--- src/rtl/ssmul.sv ---
module ssmul #(
  parameter int N = 8
) (
  input  logic           clk,
  input  logic           rst_n,
  input  logic           start,
  input  logic           bit_valid,
  input  logic           a_bit,
  input  logic           b_bit,
  input  logic           signed_mode,
  output logic           done,
  output logic [2*N-1:0] product
);
  localparam int PW = 2 * N;
  localparam int NC = 2 * N - 1;
  localparam int CW = $clog2(N + 1);
  localparam int TW = $clog2(N + 1);

  logic [CW-1:0] col [NC];
  logic [N-1:0]  a_hold, b_hold;
  logic [TW-1:0] idx;
  logic          busy, fin, sgn;
  logic [NC-1:0] hit;
  logic [PW-1:0] total;

  wire take = busy & bit_valid & ~start;
  wire last = (idx == TW'(N - 1));

  always_comb begin
    hit = '0;
    for (int i = 0; i < N; i++)
      for (int j = 0; j < N; j++)
        if ((i == int'(idx) && j >= N - 1 - int'(idx)) || (j == N - 1 - int'(idx) && i < int'(idx)))
          hit[i+j] = (((i == int'(idx)) ? a_bit : a_hold[i]) & ((j == N - 1 - int'(idx)) ? b_bit : b_hold[j]))
                     ^ (sgn & ((i == N - 1) != (j == N - 1)));
  end

  always_comb begin
    total = '0;
    if (sgn) total = (PW'(1) << N) + (PW'(1) << (PW - 1));
    for (int k = 0; k < NC; k++) total = total + (PW'(col[k]) << k);
  end

  always_ff @(posedge clk or negedge rst_n) begin
    if (!rst_n) begin
      for (int k = 0; k < NC; k++) col[k] <= '0;
      a_hold <= '0; b_hold <= '0; idx <= '0;
      busy <= 1'b0; fin <= 1'b0; sgn <= 1'b0;
      done <= 1'b0; product <= '0;
    end else if (start) begin
      for (int k = 0; k < NC; k++) col[k] <= '0;
      a_hold <= '0; b_hold <= '0; idx <= '0;
      busy <= 1'b1; fin <= 1'b0; sgn <= signed_mode;
      done <= 1'b0; product <= '0;
    end else begin
      fin <= 1'b0;
      if (take) begin
        for (int k = 0; k < NC; k++) col[k] <= col[k] + CW'(hit[k]);
        a_hold[int'(idx)] <= a_bit;
        b_hold[N-1-int'(idx)] <= b_bit;
        idx <= idx + TW'(1);
        if (last) begin
          busy <= 1'b0;
          fin  <= 1'b1;
        end
      end
      if (fin) begin
        product <= total;
        done    <= 1'b1;
      end
    end
  end

  for (genvar k = 0; k < NC; k++) begin : g_colchk
    p_col_bound_r8: assert property (@(posedge clk) disable iff (!rst_n) col[k] <= CW'(N));
  end

  p_start_clear_r4: assert property (@(posedge clk) disable iff (!rst_n)
    start |=> (!done && idx == '0 && busy));
  p_last_to_fin_r5: assert property (@(posedge clk) disable iff (!rst_n)
    (take && last) |=> (start || (fin && !done)));
  p_fin_to_done_r5: assert property (@(posedge clk) disable iff (!rst_n)
    (fin && !start) |=> done);
  p_done_hold_r6: assert property (@(posedge clk) disable iff (!rst_n)
    (done && !start) |=> (done && $stable(product)));
  p_idle_ignored_r7: assert property (@(posedge clk) disable iff (!rst_n)
    (!bit_valid && !start) |=> ($stable(idx) && $stable(a_hold) && $stable(b_hold)));
  p_mode_kept_r10: assert property (@(posedge clk) disable iff (!rst_n)
    !start |=> $stable(sgn));
endmodule

--- config.mk ---
export PLATFORM = sky130hd
export DESIGN_NAME = ssmul
export DESIGN_NICKNAME = d
export VERILOG_FILES = /design/src/rtl/ssmul.sv
export SDC_FILE = /design/constraint.sdc
export NUM_CORES = 1
export LEC_CHECK = 0
export BUFFER_PORTS_ARGS = -buffer_cell sky130_fd_sc_hd__buf_4
export CORE_MARGIN = 8
export CORE_UTILIZATION = 30
export DETAILED_ROUTE_END_ITERATION = 12
export REMOVE_ABC_BUFFERS = 1
export SLEW_MARGIN = 40
export SYNTH_ARGS = -nofsm -noshare
export SYNTH_HDL_FRONTEND = slang
export SYNTH_SLANG_ARGS = --single-unit
--- constraint.sdc ---
create_clock -name clk -period 4.2 [get_ports clk]
set_input_delay 0.84 -clock clk [delete_from_list [all_inputs] [get_ports clk]]
set_output_delay 0.84 -clock clk [all_outputs]
set_load 0.02 [all_outputs]
==> metrics.log <==
INFO  metric run_status = complete, no violations
INFO  metric nFillCells = 2455
INFO  metric final_cell_mix = 104 x sky130_fd_sc_hd__nand2_1, 95 x sky130_fd_sc_hd__dfrtp_1, 91 x sky130_fd_sc_hd__nor2_1
INFO  metric tritoncts = built
INFO  metric clkSinkCount = 95
INFO  metric drt_first_pass_iters = 4
INFO  metric cts.reportedPaths.clkPinSlew = 70 ps
INFO  metric max-vdd-ir-drop = 0.227 mV
INFO  metric final_period_minus_worst_setup_slack = 3510 ps
INFO  metric maxClockFrequency = 0.285 GHz
INFO  metric maximum_number_of_pins_on_one_net_before_global_route_repair = 82
INFO  metric final_net_count = 907
INFO  metric layout.cells.most_common = sky130_fd_sc_hd__nand2_1
INFO  metric placementRows = 56
INFO  metric post_route_cells_drive_above_1_share = 9.28%
INFO  metric remaining_drc_errors = 0
INFO  metric post_detailed_route_count_of_antenna_violating_nets = 0
INFO  metric timing_max_transition_violations_final = 0
INFO  metric hpwl_reported_at_the_end_of_detailed_placement = 11600 um
INFO  metric design.die.area = 28900 um^2
INFO  metric endpoint_kind = flop
INFO  metric crit_path_start_kind = flop
INFO  metric die_height = 170 um
INFO  metric synth_enable_flop_cells = 0
INFO  metric cts-root-buf = sky130_fd_sc_hd__clkbuf_16
INFO  metric yosysUniqueCellTypes = 61
INFO  metric routed-via-count = 5509
INFO  metric setup-tns-final = 0 ps
INFO  metric max-slew-margin-rel = 48.6%
INFO  metric static-leakage-power = 3.79 nW
INFO  metric critPathRequiredTime = 4460 ps
INFO  metric synth_top_family_by_area = adder cells
INFO  metric cap_violations = 0
INFO  metric port_buffers = 23
INFO  metric cts-resized-gates = 0
INFO  metric cells_after_synthesis = 807
INFO  metric setup_skew_after_layout = 9.32 ps
INFO  metric yosys-mux-area-fraction = 6.16%
INFO  metric grt_setup_unrepaired = false
INFO  metric synthArstFlopShare = 100%
INFO  metric totalWireLength = 16400 um
INFO  metric grt_pass1_vias = 5517
INFO  metric pin_count = 24
INFO  metric syn_area = 7130 um^2
INFO  metric routedWlPerCell = 14.4 um
INFO  metric globalRoute.totalOverflow = 0
INFO  metric place_inst = 1122
INFO  metric dr.first_iter.drc_count = 323
INFO  metric antenna_cells_inserted = 0
INFO  metric grt_util_all_layers = 12.0%
INFO  metric final-hold-violation-count = 0
INFO  metric synth_sequential_area_ratio = 33.4%
INFO  metric instances_no_fill = 1138
INFO  metric routed_via_density = 4.84
INFO  metric worst-endpoint-arrival = 3770 ps
INFO  metric clk_path_buf_depth = 2
INFO  metric powerDensity = 264 nW/um^2
INFO  metric floorplan_core_area = 23400 um^2
INFO  metric holdCritPathClass = input pin to asynchronous set/reset pin
INFO  metric synthXorXnorAreaFrac = 6.14%
INFO  metric cts.repair_timing.setup_buffer_count = 0
INFO  metric floorplan.initialDensity = 30.5%
INFO  metric setup.worst_path.class = flop to flop
INFO  metric design_area = 7990 um^2
INFO  metric synth-warning-count = 0
INFO  metric utilization = 34.2%
INFO  metric worst-path-max-fanout = 5
INFO  metric setup_viol = 0
INFO  metric worstMarginPinSlew = 771 ps
INFO  metric placed_cell_area = 7670 um^2
INFO  metric synth_compound_area_share = 12.1%
INFO  metric area_growth_syn_to_layout = 12.1%
INFO  metric yosys_most_used_dff = sky130_fd_sc_hd__dfrtp_1
INFO  metric post-route-period-util = 83.6%
INFO  metric yosys.area_share.simple = 17.6%
INFO  metric wire_length_of_the_first_global_routing_pass = 28400 um
INFO  metric grt_antenna_before_repair = 0
INFO  metric worst_skew_pair.late_latency = 360 ps
INFO  metric cts_buffers = 9
INFO  metric post_cts_hold_buffer_count = 0
INFO  metric horiz_die_dim = 170 um
INFO  metric cts_htree_levels = 3
INFO  metric synthesized_area_per_cell = 8.83 um^2
INFO  metric synth_seq_cells = 95
INFO  metric gp_routability_congestion = 0.907
INFO  metric yosys.area_share.adder = 17.9%
-- layer usage --
layer	share of wire (%)	track usage [%]	vias up
met3	3.6	1.88	22
li1	-	-	2730
met2	47	18.8	86
met4	1.9	4.58	0
met1	48	16.3	2671
met5	0	0	-
-- cells in the mapped netlist (all sizes together) (3+ instances only) --
| cell type | number | share of area (%) |
|---|---|---|
| fa | 27 | 7.6 |
| o211ai | 4 | 0.42 |
| mux2i | 36 | 5.1 |
| nand3b | 5 | 0.53 |
| mux2 | 7 | 1.1 |
| nand4 | 18 | 1.6 |
| dfrtp | 95 | 33 |
| a22o | 5 | 0.61 |
| nor2 | 92 | 4.9 |
| a211oi | 9 | 0.95 |
| nand3 | 11 | 0.84 |
| o21a | 4 | 0.42 |
| o221ai | 4 | 0.49 |
| or3 | 5 | 0.44 |
| a21o | 4 | 0.42 |
| xor2 | 23 | 2.8 |
| nor3 | 12 | 0.84 |
| inv | 71 | 3.7 |
| o21ai | 22 | 1.5 |
| xnor2 | 27 | 3.3 |
| nor2b | 4 | 0.35 |
| a21oi | 55 | 3.9 |
| nor3b | 6 | 0.77 |
| a31oi | 7 | 0.61 |
| clkbuf | 36 | 1.9 |
| buf | 14 | 0.98 |
| ha | 59 | 10 |
| o21bai | 3 | 0.32 |
| nand2 | 104 | 5.5 |
| nand2b | 6 | 0.53 |
| and3 | 3 | 0.26 |
-- cell families after synthesis --
family	Yosys count
AND/OR/NAND/NOR	274
AO/OA/AOI/OAI	138
buffers and inverters	121
flip-flops	95
adder cells (fa/ha/maj)	86
XOR/XNOR	50
multiplexers	43
-- layout make-up --
| type | count | area, um^2 | area share [%] |
|---|---|---|---|
| inverters | 71 | 267 | 3.33 |
| repair buffers | 46 | 352 | 4.40 |
| flip-flops and latches | 95 | 2380 | 29.7 |
| clock buffers | 13 | 270 | 3.38 |
| well taps | 319 | 399 | 4.99 |
| clock inverters | 3 | 47.5 | 0.595 |
| multi-input cells | 591 | 4280 | 53.6 |
-- state kept, by name (all words and copies together), names as in the netlist --
register  cells
a_hold        7
col          57
busy          1
done          1
idx           4
fin           1
b_hold        7
sgn           1
product      16
-- final timing paths --
| kind | cells after the start | slack [ps] | to | start |
|---|---|---|---|---|
| max in group asynchronous | 2 | 2970 | idx[2]$_DFFE_PN0P_ | rst_n |
| min in group clk | 2 | 500 | done$_DFFE_PN0P_ | done$_DFFE_PN0P_ |
| worst min register to register | 2 | 500 | done$_DFFE_PN0P_ | done$_DFFE_PN0P_ |
| worst max register to register | 12 | 690 | product[15]$_DFFE_PN0P_ | col[24]$_DFFE_PN0P_ |
| worst min-delay path | 1 | 500 | done$_DFFE_PN0P_ | rst_n |
| worst max-delay path | 12 | 690 | product[15]$_DFFE_PN0P_ | col[24]$_DFFE_PN0P_ |
-- power breakdown --
part / total, W / internal (W) / switching (W) / leakage (nW)
Sequential: 0.000936 / 0.000924 / 0.0000126 / 1.32
Combinational: 0.000283 / 0.0000960 / 0.000187 / 2.31
Clock: 0.000894 / 0.000516 / 0.000378 / 0.157
Total: 0.00211 / 0.00154 / 0.000577 / 3.79
-- critical path, cell delays in order, from the launching register on --
cell and delay, ps:
sky130_fd_sc_hd__dfrtp_1 370, sky130_fd_sc_hd__inv_1 70, sky130_fd_sc_hd__fa_1 530, sky130_fd_sc_hd__inv_1 50
sky130_fd_sc_hd__fa_1 520, sky130_fd_sc_hd__fa_1 430, sky130_fd_sc_hd__ha_1 260, sky130_fd_sc_hd__a2111oi_0 360
sky130_fd_sc_hd__o21ai_0 200, sky130_fd_sc_hd__nand4_1 160, sky130_fd_sc_hd__a31oi_1 100, sky130_fd_sc_hd__xnor2_1 130
sky130_fd_sc_hd__a211oi_1 240
-- stage by stage --
step / worst slack [ps] / hold WS [ps] / total power, W
3_3_place_gp: 763 / 475 / 0.00124
6_report: 688 / 497 / 0.00211
3_5_place_dp: 685 / 483 / 0.00124
4_1_cts: 663 / 500 / 0.00214
5_1_grt: 438 / 527 / 0.00221
2_1_floorplan: 913 / 478 / 0.00112
Power figures use the tool's default switching activity.
